### src/rtl/mt_pkg.sv
package mt_pkg;

  typedef enum logic [1:0] {
    ST_FREE = 2'd0,
    ST_READ = 2'd1,
    ST_ATOM = 2'd2
  } mt_state_e;

  localparam logic [1:0] KIND_READ = 2'd0;
  localparam logic [1:0] KIND_ATOM = 2'd1;

endpackage

### src/rtl/mt_match.sv
module mt_match #(
  parameter int N  = 4,
  parameter int AW = 16
) (
  input  logic [N-1:0]    valid_i,
  input  logic [N*AW-1:0] tags_i,
  input  logic [AW-1:0]   addr_i,
  output logic [N-1:0]    hit_o
);

  for (genvar i = 0; i < N; i++) begin : g_cmp
    assign hit_o[i] = valid_i[i] && (tags_i[i*AW +: AW] == addr_i);
  end

endmodule

### src/rtl/mt_pick.sv
module mt_pick #(
  parameter int N = 4
) (
  input  logic [N-1:0] busy_i,
  output logic [N-1:0] grant_o,
  output logic         any_o
);

  always_comb begin
    grant_o = '0;
    any_o   = 1'b0;
    for (int i = 0; i < N; i++) begin
      if (!busy_i[i] && !any_o) begin
        grant_o[i] = 1'b1;
        any_o      = 1'b1;
      end
    end
  end

endmodule

### src/rtl/mt_entry.sv
module mt_entry
  import mt_pkg::*;
#(
  parameter int AW = 16,
  parameter int RN = 8,
  parameter int CW = 3
) (
  input  logic          clk,
  input  logic          rst_n,
  input  logic          alloc_i,
  input  logic [AW-1:0] alloc_addr_i,
  input  mt_state_e     alloc_state_i,
  input  logic [RN-1:0] add_i,
  input  logic          inc_i,
  input  logic          dec_i,
  input  logic          free_i,
  output mt_state_e     state_o,
  output logic [AW-1:0] addr_o,
  output logic [RN-1:0] mask_o,
  output logic [CW-1:0] cnt_o,
  output logic          retire_o
);

  localparam logic [CW-1:0] ONE = {{(CW-1){1'b0}}, 1'b1};

  mt_state_e     state_q;
  logic [AW-1:0] addr_q;
  logic [RN-1:0] mask_q;
  logic [CW-1:0] cnt_q;
  logic          trig_q;
  logic [CW-1:0] inc_v;
  logic [CW-1:0] dec_v;

  assign inc_v    = {{(CW-1){1'b0}}, inc_i};
  assign dec_v    = {{(CW-1){1'b0}}, dec_i};
  // The self-posted trigger retires the entry unless an atomic refilled it
  // in the trigger cycle or a deallocate already frees it.
  assign retire_o = trig_q && !inc_i && !free_i;

  always_ff @(posedge clk) begin
    if (!rst_n) begin
      state_q <= ST_FREE;
      addr_q  <= '0;
      mask_q  <= '0;
      cnt_q   <= '0;
      trig_q  <= 1'b0;
    end else begin
      trig_q <= dec_i && !inc_i && !free_i && (cnt_q == ONE);
      if (free_i || retire_o) begin
        state_q <= ST_FREE;
        mask_q  <= '0;
        cnt_q   <= '0;
      end else if (alloc_i) begin
        state_q <= alloc_state_i;
        addr_q  <= alloc_addr_i;
        mask_q  <= add_i;
        cnt_q   <= inc_v;
      end else if (state_q != ST_FREE) begin
        mask_q <= mask_q | add_i;
        cnt_q  <= cnt_q + inc_v - dec_v;
      end
    end
  end

  assign state_o = state_q;
  assign addr_o  = addr_q;
  assign mask_o  = mask_q;
  assign cnt_o   = cnt_q;

endmodule

### src/rtl/mt_tracker.sv
module mt_tracker
  import mt_pkg::*;
#(
  parameter int ENTRIES = 4,
  parameter int ADDR_W  = 16,
  parameter int REQ_N   = 8,
  parameter int CNT_W   = 3,
  localparam int SRC_W  = $clog2(REQ_N)
) (
  input  logic              clk,
  input  logic              rst_n,
  input  logic              req_valid,
  output logic              req_ready,
  input  logic [1:0]        req_kind,
  input  logic [ADDR_W-1:0] req_addr,
  input  logic [SRC_W-1:0]  req_src,
  input  logic              ack_valid,
  input  logic [ADDR_W-1:0] ack_addr,
  input  logic              dealloc_valid,
  input  logic [ADDR_W-1:0] dealloc_addr,
  input  logic [ADDR_W-1:0] lookup_addr,
  output logic              lookup_hit,
  output logic [1:0]        lookup_state,
  output logic [REQ_N-1:0]  lookup_mask,
  output logic [CNT_W-1:0]  lookup_count,
  output logic              full,
  output logic              fwd_valid,
  output logic [1:0]        fwd_kind,
  output logic [ADDR_W-1:0] fwd_addr,
  output logic [SRC_W-1:0]  fwd_src,
  output logic              done_valid,
  output logic [ADDR_W-1:0] done_addr
);

  localparam logic [CNT_W-1:0] CNT_MAX = {CNT_W{1'b1}};

  // Entry storage views
  mt_state_e          ent_state [ENTRIES];
  logic [ADDR_W-1:0]  ent_addr  [ENTRIES];
  logic [REQ_N-1:0]   ent_mask  [ENTRIES];
  logic [CNT_W-1:0]   ent_cnt   [ENTRIES];
  logic [ENTRIES-1:0] retire_vec;
  logic [ENTRIES-1:0] valid_vec;
  logic [ENTRIES*ADDR_W-1:0] tag_flat;

  for (genvar i = 0; i < ENTRIES; i++) begin : g_flat
    assign tag_flat[i*ADDR_W +: ADDR_W] = ent_addr[i];
    assign valid_vec[i] = (ent_state[i] != ST_FREE);
  end

  // Address match for each port
  logic [ENTRIES-1:0] req_hv, ack_hv, dal_hv, lk_hv;

  mt_match #(.N(ENTRIES), .AW(ADDR_W)) u_match_req (
    .valid_i(valid_vec), .tags_i(tag_flat), .addr_i(req_addr), .hit_o(req_hv));
  mt_match #(.N(ENTRIES), .AW(ADDR_W)) u_match_ack (
    .valid_i(valid_vec), .tags_i(tag_flat), .addr_i(ack_addr), .hit_o(ack_hv));
  mt_match #(.N(ENTRIES), .AW(ADDR_W)) u_match_dal (
    .valid_i(valid_vec), .tags_i(tag_flat), .addr_i(dealloc_addr), .hit_o(dal_hv));
  mt_match #(.N(ENTRIES), .AW(ADDR_W)) u_match_lk (
    .valid_i(valid_vec), .tags_i(tag_flat), .addr_i(lookup_addr), .hit_o(lk_hv));

  // Free entry selection
  logic [ENTRIES-1:0] free_grant;
  logic               has_free;

  mt_pick #(.N(ENTRIES)) u_pick (
    .busy_i(valid_vec), .grant_o(free_grant), .any_o(has_free));

  assign full = !has_free;

  // Field selection for the request and lookup matches
  mt_state_e         hit_state;
  logic [REQ_N-1:0]  hit_mask;
  logic [CNT_W-1:0]  hit_cnt;
  mt_state_e         lk_state;
  logic [REQ_N-1:0]  lk_mask;
  logic [CNT_W-1:0]  lk_cnt;
  logic [ADDR_W-1:0] retire_addr;

  always_comb begin
    hit_state   = ST_FREE;
    hit_mask    = '0;
    hit_cnt     = '0;
    lk_state    = ST_FREE;
    lk_mask     = '0;
    lk_cnt      = '0;
    retire_addr = '0;
    for (int i = 0; i < ENTRIES; i++) begin
      if (req_hv[i]) begin
        hit_state = ent_state[i];
        hit_mask  = ent_mask[i];
        hit_cnt   = ent_cnt[i];
      end
      if (lk_hv[i]) begin
        lk_state = ent_state[i];
        lk_mask  = ent_mask[i];
        lk_cnt   = ent_cnt[i];
      end
      if (retire_vec[i]) retire_addr = ent_addr[i];
    end
  end

  // Request acceptance and forwarding decision
  logic             is_write, is_atom, is_read;
  logic             req_hit, same_dal, blocked, need_alloc, fire, do_fwd;
  logic [REQ_N-1:0] src_bit;

  assign src_bit  = {{(REQ_N-1){1'b0}}, 1'b1} << req_src;
  assign is_write = req_kind[1];
  assign is_atom  = (req_kind == KIND_ATOM);
  assign is_read  = (req_kind == KIND_READ);
  assign req_hit  = |req_hv;
  assign same_dal = dealloc_valid && (dealloc_addr == req_addr);

  always_comb begin
    if (same_dal)      blocked = 1'b1;
    else if (is_write) blocked = req_hit;
    else if (req_hit) begin
      if (is_read) blocked = (hit_state == ST_ATOM);
      else         blocked = (hit_state == ST_READ) || (hit_cnt == CNT_MAX);
    end else       blocked = !has_free;
  end

  assign req_ready  = !blocked;
  assign need_alloc = !req_hit && !is_write;
  assign fire       = req_valid && req_ready;
  // A read goes out only when no other requester already waits on the line.
  assign do_fwd     = fire && (is_write || is_atom || !req_hit ||
                               ((hit_mask & ~src_bit) == '0));

  // Entry array
  for (genvar i = 0; i < ENTRIES; i++) begin : g_ent
    logic target;
    assign target = req_hv[i] || (need_alloc && free_grant[i]);

    mt_entry #(.AW(ADDR_W), .RN(REQ_N), .CW(CNT_W)) u_entry (
      .clk          (clk),
      .rst_n        (rst_n),
      .alloc_i      (fire && need_alloc && free_grant[i]),
      .alloc_addr_i (req_addr),
      .alloc_state_i(is_atom ? ST_ATOM : ST_READ),
      .add_i        ((fire && !is_write && target) ? src_bit : '0),
      .inc_i        (fire && is_atom && target),
      .dec_i        (ack_valid && ack_hv[i] && (ent_state[i] == ST_ATOM) &&
                     (ent_cnt[i] != '0)),
      .free_i       (dealloc_valid && dal_hv[i]),
      .state_o      (ent_state[i]),
      .addr_o       (ent_addr[i]),
      .mask_o       (ent_mask[i]),
      .cnt_o        (ent_cnt[i]),
      .retire_o     (retire_vec[i])
    );
  end

  // Registered forward and done pulses
  always_ff @(posedge clk) begin
    if (!rst_n) begin
      fwd_valid  <= 1'b0;
      fwd_kind   <= '0;
      fwd_addr   <= '0;
      fwd_src    <= '0;
      done_valid <= 1'b0;
      done_addr  <= '0;
    end else begin
      fwd_valid  <= do_fwd;
      fwd_kind   <= req_kind;
      fwd_addr   <= req_addr;
      fwd_src    <= req_src;
      done_valid <= |retire_vec;
      done_addr  <= retire_addr;
    end
  end

  // Lookup port
  assign lookup_hit   = |lk_hv;
  assign lookup_state = lk_state;
  assign lookup_mask  = lk_mask;
  assign lookup_count = lk_cnt;

endmodule

### config.mk
export PLATFORM = sky130hd
export DESIGN_NAME = mt_tracker
export DESIGN_NICKNAME = d
export VERILOG_FILES = /design/src/rtl/mt_pkg.sv /design/src/rtl/mt_match.sv /design/src/rtl/mt_pick.sv /design/src/rtl/mt_entry.sv /design/src/rtl/mt_tracker.sv
export SDC_FILE = /design/constraint.sdc
export NUM_CORES = 1
export LEC_CHECK = 0
export ABC_AREA = 1
export BUFFER_PORTS_ARGS = -buffer_cell sky130_fd_sc_hd__buf_4
export CAP_MARGIN = 15
export CELL_PAD_IN_SITES_DETAIL_PLACEMENT = 0
export CELL_PAD_IN_SITES_GLOBAL_PLACEMENT = 2
export CORE_UTILIZATION = 35
export CTS_CLUSTER_DIAMETER = 150
export DETAILED_ROUTE_END_ITERATION = 7
export GPL_TIMING_DRIVEN = 1
export PLACE_DENSITY = 0.91
export SLEW_MARGIN = 40
export SYNTH_ARGS = -nofsm -noshare
export SYNTH_HDL_FRONTEND = slang
export SYNTH_SLANG_ARGS = --single-unit
### constraint.sdc
create_clock -name clk -period 7.98 [get_ports clk]
set_input_delay 0.798 -clock clk [delete_from_list [all_inputs] [get_ports clk]]
set_output_delay 0.798 -clock clk [all_outputs]
set_load 0.01 [all_outputs]
==> flow_summary.toml, run 1 <==
[finish]
multi_input_area_um2 = 7060
fill_cells = 3595
fin_area_um2 = 13500
nNetsFinal = 1994
regArea_um2 = 3180
drive_above_1_share_pct = 13.8
synthToLayoutAreaGrowth_pct = 14.9
diodes = 0

[detailed_routing]
routed_wl_mm = 73.2
firstDrtPassIters = 8
drc = 4
drt_iter0_drc = 2078
vias_per_cell = 5.99
vias = 14200
wl_per_cell_um = 31.0
antenna_left = 0

[grt]
grt_pass1_wl_mm = 101
grt_max_degree = 74
grt_pass1_vias = 12800
grt_usage_pct = 43.2
antenna_found_initial = 0
gr-total-overflow = 0

[pwr]
p_leak_nw = 6.27
vdd.ir_drop.worst_mv = 0.166
power.total_mw = 2.14
p_per_area_nw_per_um2 = 159

[floorplanning]
die_h_um = 185
die-area_um2 = 34200
core_area_um2 = 32700
ioPinCount = 129
start_util_pct = 35.8
die_w_um = 185
rows = 66

[placement]
portBuffers = 128
place_congestion = 1.13
placed_area_um2 = 12800
hpwl_mm = 55.9

[sta]
period_minus_slack_ps = 5150
finalCritPeriodShare_pct = 64.5
setup_viol = 0
hold_viol = 0
rsz0062_at_grt = "no"
tns_ps = 0
relSlewSlack_pct = 39.6
worstMarginPinSlew_ps = 904
slew_viol_final = 0
fmax_mhz = 194
skew_ps = 17.4

[logic_synthesis]
ys_seq_area_share_pct = 27.2
synth_warnings = 0
synth_cells = 1857
ys_types = 52
netlist_area_um2 = 11700
ys_async_sr_fraction_pct = 0
syn-num-nets = 1943
avgSynthCellArea_um2 = 6.31
synth_flop_cell = "dfxtp_1"
synth_edf_count = 0
ys_seq_elements = 159

[clocking]
worst_skew_pair.late_latency_ps = 470
cts-hold-fix-buffers = 0
clockBufferDepth = 2
cts_max_level = 4
postCtsSetupBuffers = 0
cts_tree = "yes"
cts_resized = 0
clock-root-buffer = "clkbuf_16"
path_clk_slew_ps = 80
cts_made_buffers = 17
clock_sinks = 159

[worst_setup_path]
crit_path_max_fanout = 19
end_kind = "flip-flop"
arrival_ps = 5550
max_stage_delay_ps = 800
path_common_cell = "nand2_1"
slowest_stage = "dfxtp_1"
critPathKind = "reg -> reg"
cp-start-kind = "flip-flop"
critPathBufInv = 4
rrSetupSlack_ps = 2830
cp_top_family = "simple AND/OR/NAND/NOR gates"
cp_data_required_time_ps = 8380

[hold_path]
hold_class = "reg -> reg"

[job]
drv_cap = 0

[run_status]
status = "complete, but fails checks"
violations = "DRC"
cell usage in the layout (no fill, tap or decap), drive strengths merged:
| cell type | n |
|---|---|
| nand3b | 1 |
| o311a | 1 |
| clkinvlp | 1 |
| a22o | 2 |
| nor2 | 206 |
| o2111ai | 6 |
| a22oi | 10 |
| clkbuf | 17 |
| o22ai | 67 |
| nand2 | 464 |
| ha | 8 |
| a221oi | 25 |
| a2111oi | 3 |
| a31oi | 1 |
| o211ai | 14 |
| and2 | 1 |
| bufinv | 3 |
| nand4 | 87 |
| or2 | 1 |
| fa | 4 |
| dfxtp | 159 |
| nor3 | 28 |
| o21ai | 104 |
| xnor2 | 26 |
| a221o | 2 |
| xor2 | 61 |
| nor4 | 31 |
| inv | 263 |
| nand3 | 96 |
| o31ai | 1 |
| or4 | 3 |
| clkinv | 8 |
| buf | 141 |
| a21oi | 68 |
| o221ai | 3 |
| a211oi | 5 |
layout make-up:
cell class / instances / area share, %
Clock inverter: 15 / 1.50
Clock buffer: 17 / 3.16
Multi-Input combinational cell: 1329 / 52.4
Tap cell: 442 / 4.11
Timing Repair Buffer: 141 / 7.89
Sequential cell: 159 / 23.6
Inverter: 260 / 7.27
path summary, 6_finish.rpt:
path / endpoint / depth (start not counted) / start
max: g_ent[1].u_entry.cnt_o[2] / 28 / g_ent[2].u_entry.addr_o[2]
min: g_ent[0].u_entry.mask_o[0] / 2 / g_ent[0].u_entry.mask_o[0]
max reg2reg: g_ent[1].u_entry.cnt_o[2] / 28 / g_ent[2].u_entry.addr_o[2]
min reg2reg: g_ent[0].u_entry.mask_o[0] / 2 / g_ent[0].u_entry.mask_o[0]
cell usage after synthesis (2+ instances only):
library cell / number / share of area, %
nand2_1: 455 / 15
inv_1: 216 / 6.9
nor2_1: 199 / 6.4
dfxtp_1: 159 / 27
nand4_1: 85 / 4.5
nand3_1: 82 / 3.5
o21ai_0: 72 / 3.1
o22ai_1: 67 / 3.6
a21oi_1: 63 / 2.7
xor2_1: 61 / 4.6
clkbuf_1: 47 / 1.5
inv_2: 41 / 1.3
buf_2: 39 / 1.7
nor4_1: 31 / 1.7
nor3_1: 28 / 1.2
o21ai_1: 26 / 1.1
xnor2_1: 26 / 1.9
a221oi_1: 25 / 1.9
o211ai_1: 14 / 0.90
a22oi_1: 10 / 0.64
buf_4: 10 / 0.64
ha_1: 8 / 0.85
nand3_4: 8 / 1.2
nand3_2: 6 / 0.51
o2111ai_1: 6 / 0.45
o21ai_2: 6 / 0.45
a211oi_1: 5 / 0.32
a21oi_2: 5 / 0.37
buf_1: 5 / 0.16
buf_6: 5 / 0.48
nand2_2: 5 / 0.27
fa_1: 4 / 0.68
nand2_4: 4 / 0.38
nor2_2: 4 / 0.21
a2111oi_0: 3 / 0.22
clkbuf_2: 3 / 0.13
o221ai_1: 3 / 0.22
or4_1: 3 / 0.19
a221o_1: 2 / 0.17
a22o_1: 2 / 0.15
clkinv_2: 2 / 0.085
nor2_4: 2 / 0.19
worst min-delay path, cell delays in order (launching register included):
cell and delay, ps:
dfxtp_1 310, nand2_1 50, o21ai_1 50
report_power, final:
part,switching (mW),internal [mW]
Combinational,0.255,0.107
Sequential,0.0473,0.812
Clock,0.418,0.504
layer usage:
layer	GRT usage (%)	routed length, µm	part of all wire (%)
met3	13.7	9420	13
met1	60.2	31100	43
met4	23.4	4440	6.1
met2	58.0	28200	39
met5	0	0	0
logic make-up (layout without fill, tap and decap cells):
logic type      Yosys count  in the layout  synth area share [%]
flops                   159            159                  27.2
buf+inv                 369            433                  12.9
xor+xnor                 87             87                  6.50
compound gates          312            312                  16.4
fa+ha+maj                12             12                  1.54
simple gates            918            918                  35.4
stage by stage:
stage | setup WS (ps) | cells | utilization (%) | hold WS [ps]
after CTS | 3040 | 2362 | 41.1 | 461
after global placement | 2840 | 2330 | 39.1 | 445
after detailed placement | 2840 | 2330 | 39.2 | 450
final | 2830 | 2363 | 41.2 | 460
after global routing | 2610 | 2363 | 41.2 | 480
after floorplan | 3870 | 1857 | - | 433
state kept, by name, summed over array words and instances, names as in the netlist, 2 cells and up:
name,cells
g_ent.u_entry.cnt_o,12
fwd_src,3
done_addr,16
g_ent.u_entry.mask_o,32
g_ent.u_entry.addr_o,64
fwd_kind,2
g_ent.u_entry.state_o,8
fwd_addr,16
g_ent.u_entry.trig_q,4
(Power assumes the default switching activity.)
==> inputs of run 2 (changes only) <==
Settings changed: CORE_UTILIZATION 35 to 29, PLACE_DENSITY 0.91 to 0.81.
Clock period 7.98 ns to 4.39 ns, I/O delays scaled along.
==> run 2 against run 1 <==
Compared with the run above: the flow now finishes without violations; die area rose by 20%; highest routed layer unchanged; global-route usage shrank 9.0 points; setup slack worse by 2400 ps; total power is 81% higher; design area grew 6.1%; sequential power grew 76%; maximum frequency rose by 29%; combinational power grew 100%; count of clock-buffer cells in the layout is 4 higher; clock skew down 5.4 ps.
==> flow_summary.toml, run 2 (synthesis results as in run 1) <==
[detailed_routing]
firstDrtPassIters = 6
antenna_left = 0
drc = 0
routed_wl_mm = 70.5
wl_per_cell_um = 27.7
vias_per_cell = 5.62
vias = 14300
drt_iter0_drc = 1670

[sta]
skew_ps = 12.0
period_minus_slack_ps = 3990
tns_ps = 0
hold_viol = 0
slew_viol_final = 0
finalCritPeriodShare_pct = 90.9
fmax_mhz = 250
relSlewSlack_pct = 37.2
rsz0062_at_grt = "no"
worstMarginPinSlew_ps = 919
setup_viol = 0
setup_ws_ps = 398

[finish]
final_core_util_pct = 35.9
layout_common_cells = "455 x nand2_1, 239 x buf_4, 216 x inv_1, 199 x nor2_1, 151 x dfxtp_1"
fill_cells = 4470
nNetsFinal = 2094
synthToLayoutAreaGrowth_pct = 21.9
largest_reg_flops = 64
drive_above_1_share_pct = 18.0
finalNonFillerCells = 2546
final_common_cell = "nand2_1"

[worst_setup_path]
end_kind = "flip-flop"
critPathKind = "reg -> reg"
arrival_ps = 4400
cp_data_required_time_ps = 4800
crit_path_max_fanout = 6
cp-startpoint = "g_ent[0].u_entry.addr_o[8]"
cp-start-kind = "flip-flop"
r2r-start = "g_ent[0].u_entry.addr_o[8]"

[clocking]
cts_tree = "yes"
cts-hold-fix-buffers = 0
path_clk_slew_ps = 70
cts_max_level = 4
clock_sinks = 159
worst_skew_pair.late_latency_ps = 470
cts_made_buffers = 17
clock-root-buffer = "clkbuf_16"
clockBufferDepth = 2

[grt]
grt_pass1_vias = 13300
grt_max_degree = 63
gr-total-overflow = 0
grt_pass1_wl_mm = 99.6
grt_usage_pct = 34.2
antenna_found_initial = 1

[pwr]
vdd.ir_drop.worst_mv = 0.259
p_leak_nw = 6.75
p_per_area_nw_per_um2 = 271

[placement]
place_congestion = 1.06
portBuffers = 128
post-place-ws_ps = 258
hpwl_mm = 56.3
dp.cells = 2514

[floorplanning]
ioPinCount = 129
rows = 73
die_w_um = 203
core_area_um2 = 39800
die_h_um = 203
start_util_pct = 29.4
die-area_um2 = 41200

[hold_path]
min_from = "req_addr[0]"
hold_class = "in -> reg"

[run_status]
status = "completed"

[job]
drv_cap = 0
==> run 2: cell types whose count changed in the layout (fill, tap and decap cells not counted), sizes merged <==
cell      before  now
diode          0    1
clkinv         8    4
clkinvlp       1    2
inv          263  261
clkbuf        17   21
buf          141  241
==> run 2: report_power, final <==
group | internal (mW) | switching, mW | total (mW)
combinational | 0.223 | 0.511 | 0.734
sequential | 1.48 | 0.0379 | 1.51
clock | 0.917 | 0.706 | 1.62
total | 2.62 | 1.25 | 3.87
==> run 2: per-layer routing <==
layer  track usage, %  up-vias  wire, µm
met2             47.8      859     28000
met5                0        -         0
li1                 -     6435         -
met3             8.35      172      7500
met4             15.5        0      3170
met1             48.7     6855     31800
==> run 2: path summary, 6_finish.rpt <==
path	to	slack (ps)	cells past startpoint
worst min register to register	g_ent[0].u_entry.mask_o[6]	460	2
worst min-delay path	fwd_addr[0]	200	3
worst max register to register	g_ent[0].u_entry.cnt_o[2]	400	19
worst max-delay path	g_ent[0].u_entry.cnt_o[2]	400	19
==> run 2: layout make-up <==
class                           count  area [µm²]  area share [%]
Sequential cell                   159        3190            22.4
Multi-Input combinational cell   1329        7020            49.1
Inverter                          260         978            6.85
Antenna cell                        1        2.50          0.0175
Timing Repair Buffer              241        1830            12.8
Clock buffer                       21         450            3.15
Tap cell                          525         657            4.60
Clock inverter                     10         151            1.06
==> run 2: timing repair <==
action | CTS | global route
endpoints found under the setup margin | 0 | 3
buffers inserted | 0 | 0
resized for setup | 0 | 7
==> run 2: through the flow <==
| stage | instance area (µm²) | power, mW | hold slack [ps] |
|---|---|---|---|
| floorplan | 11700 | 1.89 | 433 |
| global placement | 13700 | 2.25 | 446 |
| detailed placement | 13700 | 2.24 | 449 |
| CTS | 14300 | 3.86 | 175 |
| global route | 14300 | 3.98 | 195 |
| finish | 14300 | 3.87 | 197 |
==> run 2: critical path, cell delays in order (launching register included) <==
cell and delay [ps]:
dfxtp_1 500, xor2_1 620, nor3_1 110, nand3_1 230, nand4_2 140, nor2_1 350
inv_1 120, nor2_1 100, inv_1 80, nand2_1 120, nand4_4 140, ha_1 320
inv_1 60, ha_1 120, inv_1 40, fa_1 360, a21oi_1 140, o21ai_0 110
xor2_1 150, nor2_1 100
==> inputs of run 3 (changes only) <==
Settings changed: BUFFER_PORTS_ARGS -buffer_cell sky130_fd_sc_hd__buf_4 to unset, CORE_UTILIZATION 29 to 31, DONT_BUFFER_PORTS set to 1, PLACE_DENSITY 0.81 to 0.82, SYNTH_HIERARCHICAL set to 1.
==> run 3 against run 2 <==
Compared with the run above: non-clock buffer count decreased by 140; register-to-register slack hardly changed; sequential share of layout area up 0.29 points; core utilization decreased by 0.49 points; hold slack got worse by 120 ps; setup slack better by 0.63 ps; area after synthesis grew 6.3%; synthesized cell count up 16%; clock power down 7%; routed wire length shrank 14%; count of clock-buffer cells in the layout fell by 3.
==> flow_summary.toml, run 3 <==
[run_status]
status = "completed"

[worst_setup_path]
crit_chain = "o21ai_0 > nor2_1 > nand3_1 > nor2_1 > inv_2 > buf_4 > a21oi_1 > a21oi_1 > nand2_1 > nand2_1 > nand2_1 > nand2_2 > a21oi_2 > nand2_2 > buf_4 > nor3_1 > inv_1 > nand2_2 > nor2_1 > inv_1 > buf_4 > nand3_1 > o21a_1"
cp-endpoint = "done_valid"
crit_path_max_fanout = 17
max_stage_delay_ps = 600
cp-startpoint = "g_ent[2].u_entry/addr_o[13]"
cp_top_family = "simple AND/OR/NAND/NOR gates"
cp_data_required_time_ps = 4740
arrival_ps = 4340
rrSetupSlack_ps = 400
path_depth = 23
cp-start-kind = "flip-flop"
reg2reg_depth = 23
critPathKind = "reg -> reg"
end_kind = "flip-flop"
r2r_end = "done_valid"
r2r-start = "g_ent[2].u_entry/addr_o[13]"
critPathBufInv = 6
slowest_stage = "dfxtp_1"

[pwr]
p_leak_nw = 6.40
vdd.ir_drop.worst_mv = 0.246
p_per_area_nw_per_um2 = 244

[detailed_routing]
antenna_left = 0
firstDrtPassIters = 6
drt_iter0_drc = 1539
drc = 0
vias = 14400
vias_per_cell = 5.22
wl_per_cell_um = 21.9
routed_wl_mm = 60.3

[grt]
grt_pass1_wl_mm = 88.0
grt_pass1_vias = 13300
grt_usage_pct = 29.4
grt_max_degree = 52
gr-total-overflow = 0
antenna_found_initial = 0

[hold_path]
hold_class = "in -> reg"

[logic_synthesis]
avgSynthCellArea_um2 = 5.78
synth_commonest_cells = "755 x nand2_1, 301 x inv_1, 211 x nor2_1"
synth_cells = 2156
ys_types = 36
synth.most_common_cell = "nand2_1"
synth_warnings = 6
synth_top_cell_by_area = "dfxtp_1"
yosysTopAreaCellShare_pct = 25.5
ys_async_sr_fraction_pct = 0
synthTopCellsByArea = "dfxtp_1 26%, nand2_1 23%, inv_1 9.1%"
ys_seq_area_share_pct = 25.5
netlist_area_um2 = 12500
syn-num-nets = 2242
synth_edf_count = 0
ys_seq_elements = 159
synth_flop_cell = "dfxtp_1"

[floorplanning]
die-area_um2 = 41000
rows = 73
ioPinCount = 129
start_util_pct = 31.4
core_area_um2 = 39700
die_w_um = 202
die_h_um = 202

[clocking]
clock_sinks = 159
cts-hold-fix-buffers = 0
worst_skew_pair.late_latency_ps = 450
clockBufferDepth = 2
cts_made_buffers = 17
cts_tree = "yes"
path_clk_slew_ps = 70
cts_max_level = 4
postCtsSetupBuffers = 0
clock-root-buffer = "clkbuf_16"

[placement]
place_congestion = 0.965
hpwl_mm = 45.5
post-place-ws_ps = 250
portBuffers = 0
dp.cells = 2718

[finish]
finalNonFillerCells = 2751
largest_reg_flops = 64
final_common_cell = "nand2_1"
nNetsFinal = 2298
layout_common_cells = "755 x nand2_1, 300 x inv_1, 205 x nor2_1, 159 x dfxtp_1, 121 x a21oi_1"
fill_cells = 4529
drive_above_1_share_pct = 10.0
synthToLayoutAreaGrowth_pct = 12.8

[sta]
skew_ps = 8.59
worstMarginPinSlew_ps = 857
period_minus_slack_ps = 3990
hold_slack_ps = 77.3
rsz0062_at_grt = "no"
setup_viol = 0
setup_ws_ps = 398
fmax_mhz = 251
relSlewSlack_pct = 42.8
hold_viol = 0
finalCritPeriodShare_pct = 90.9
slew_viol_final = 0

[job]
drv_cap = 0
-- run 3: cell count changes in the layout (fill, tap and decap cells not counted), moves of 13 or more --
cell / before / now
a21oi_1: 63 / 121
buf_4: 239 / 101
inv_1: 216 / 300
inv_2: 41 / 28
nand2_1: 455 / 755
nor2_2: 4 / 17
nor3_1: 28 / 53
nor4_1: 31 / 0
o211ai_1: 14 / 0
o21ai_0: 72 / 87
o21ai_1: 26 / 1
o22ai_1: 67 / 33
-- run 3: stage by stage --
step                cell area, µm²  power, mW  util (%)  TNS [ps]
finish                       14100       3.43      35.4         0
global route                 14100       3.57      35.4         0
CTS                          14000       3.45      35.3         0
detailed placement           13500       1.96      33.9         0
global placement             13500       1.96      33.9     -2820
floorplan                    12500       1.83         -         0
-- run 3: how the worst min path moves through the flow --
stage | startpoint | to | cells past startpoint
2_1_floorplan | g_ent[3].u_entry/mask_o[0] | g_ent[3].u_entry/mask_o[0] | 2
3_3_place_gp | g_ent[2].u_entry/mask_o[5] | g_ent[2].u_entry/mask_o[5] | 2
3_5_place_dp | g_ent[2].u_entry/mask_o[3] | g_ent[2].u_entry/mask_o[3] | 2
4_1_cts | req_kind[0] | fwd_kind[0] | 2
5_1_grt | req_src[1] | fwd_src[1] | 2
6_report | req_kind[0] | fwd_kind[0] | 2
-- run 3: cells by family (layout without fill, tap and decap cells) --
family / count (synthesis) / after routing / share of synthesized area, %
AOI/OAI and AO/OA: 275 / 275 / 12.2
xor gates and xnor gates: 71 / 71 / 4.99
adders and majority gates: 12 / 12 / 1.45
buffers and inverters: 397 / 465 / 13.4
DFF: 159 / 159 / 25.5
other: 0 / 2 / 0
and+or+nand+nor: 1242 / 1242 / 42.4
-- run 3: area by class of cell --
type | instances | area, µm² | share of cell area (%)
diodes | 2 | 5.00 | 0.0356
clock buffers | 18 | 429 | 3.05
clock inverters | 13 | 141 | 1.01
inverters | 333 | 1250 | 8.92
multi-input cells | 1600 | 7630 | 54.3
flip-flops and latches | 159 | 3180 | 22.6
well taps | 525 | 657 | 4.67
repair buffers | 101 | 758 | 5.39
-- run 3: report_power, final --
part	internal (mW)	total [mW]	switching [mW]
clock	0.835	1.50	0.663
combinational	0.152	0.446	0.294
sequential	1.47	1.49	0.0229
-- run 3: worst register-to-register path, delay by kind of cell, from the launching register on --
kind | cells | cell delay (ps)
buffers and inverters | 6 | 920
AND/OR/NAND/NOR | 12 | 1620
AO/OA/AOI/OAI | 5 | 770
flip-flops | 1 | 600
-- run 3: timing repair --
action | in CTS | in global routing
endpoints found under the hold margin | 0 | 0
gates resized for setup | 0 | 2
endpoints found under the setup margin | 0 | 17
-- run 3: metal layers --
| metal | vias to the layer above | wire (µm) | GRT usage [%] | part of all wire [%] |
|---|---|---|---|---|
| met4 | 0 | 2810 | 14.2 | 4.7 |
| li1 | 6902 | - | - | - |
| met5 | - | 0 | 0 | 0 |
| met3 | 111 | 5060 | 5.07 | 8.4 |
| met1 | 6703 | 25100 | 37.7 | 42 |
| met2 | 640 | 27300 | 47.4 | 45 |
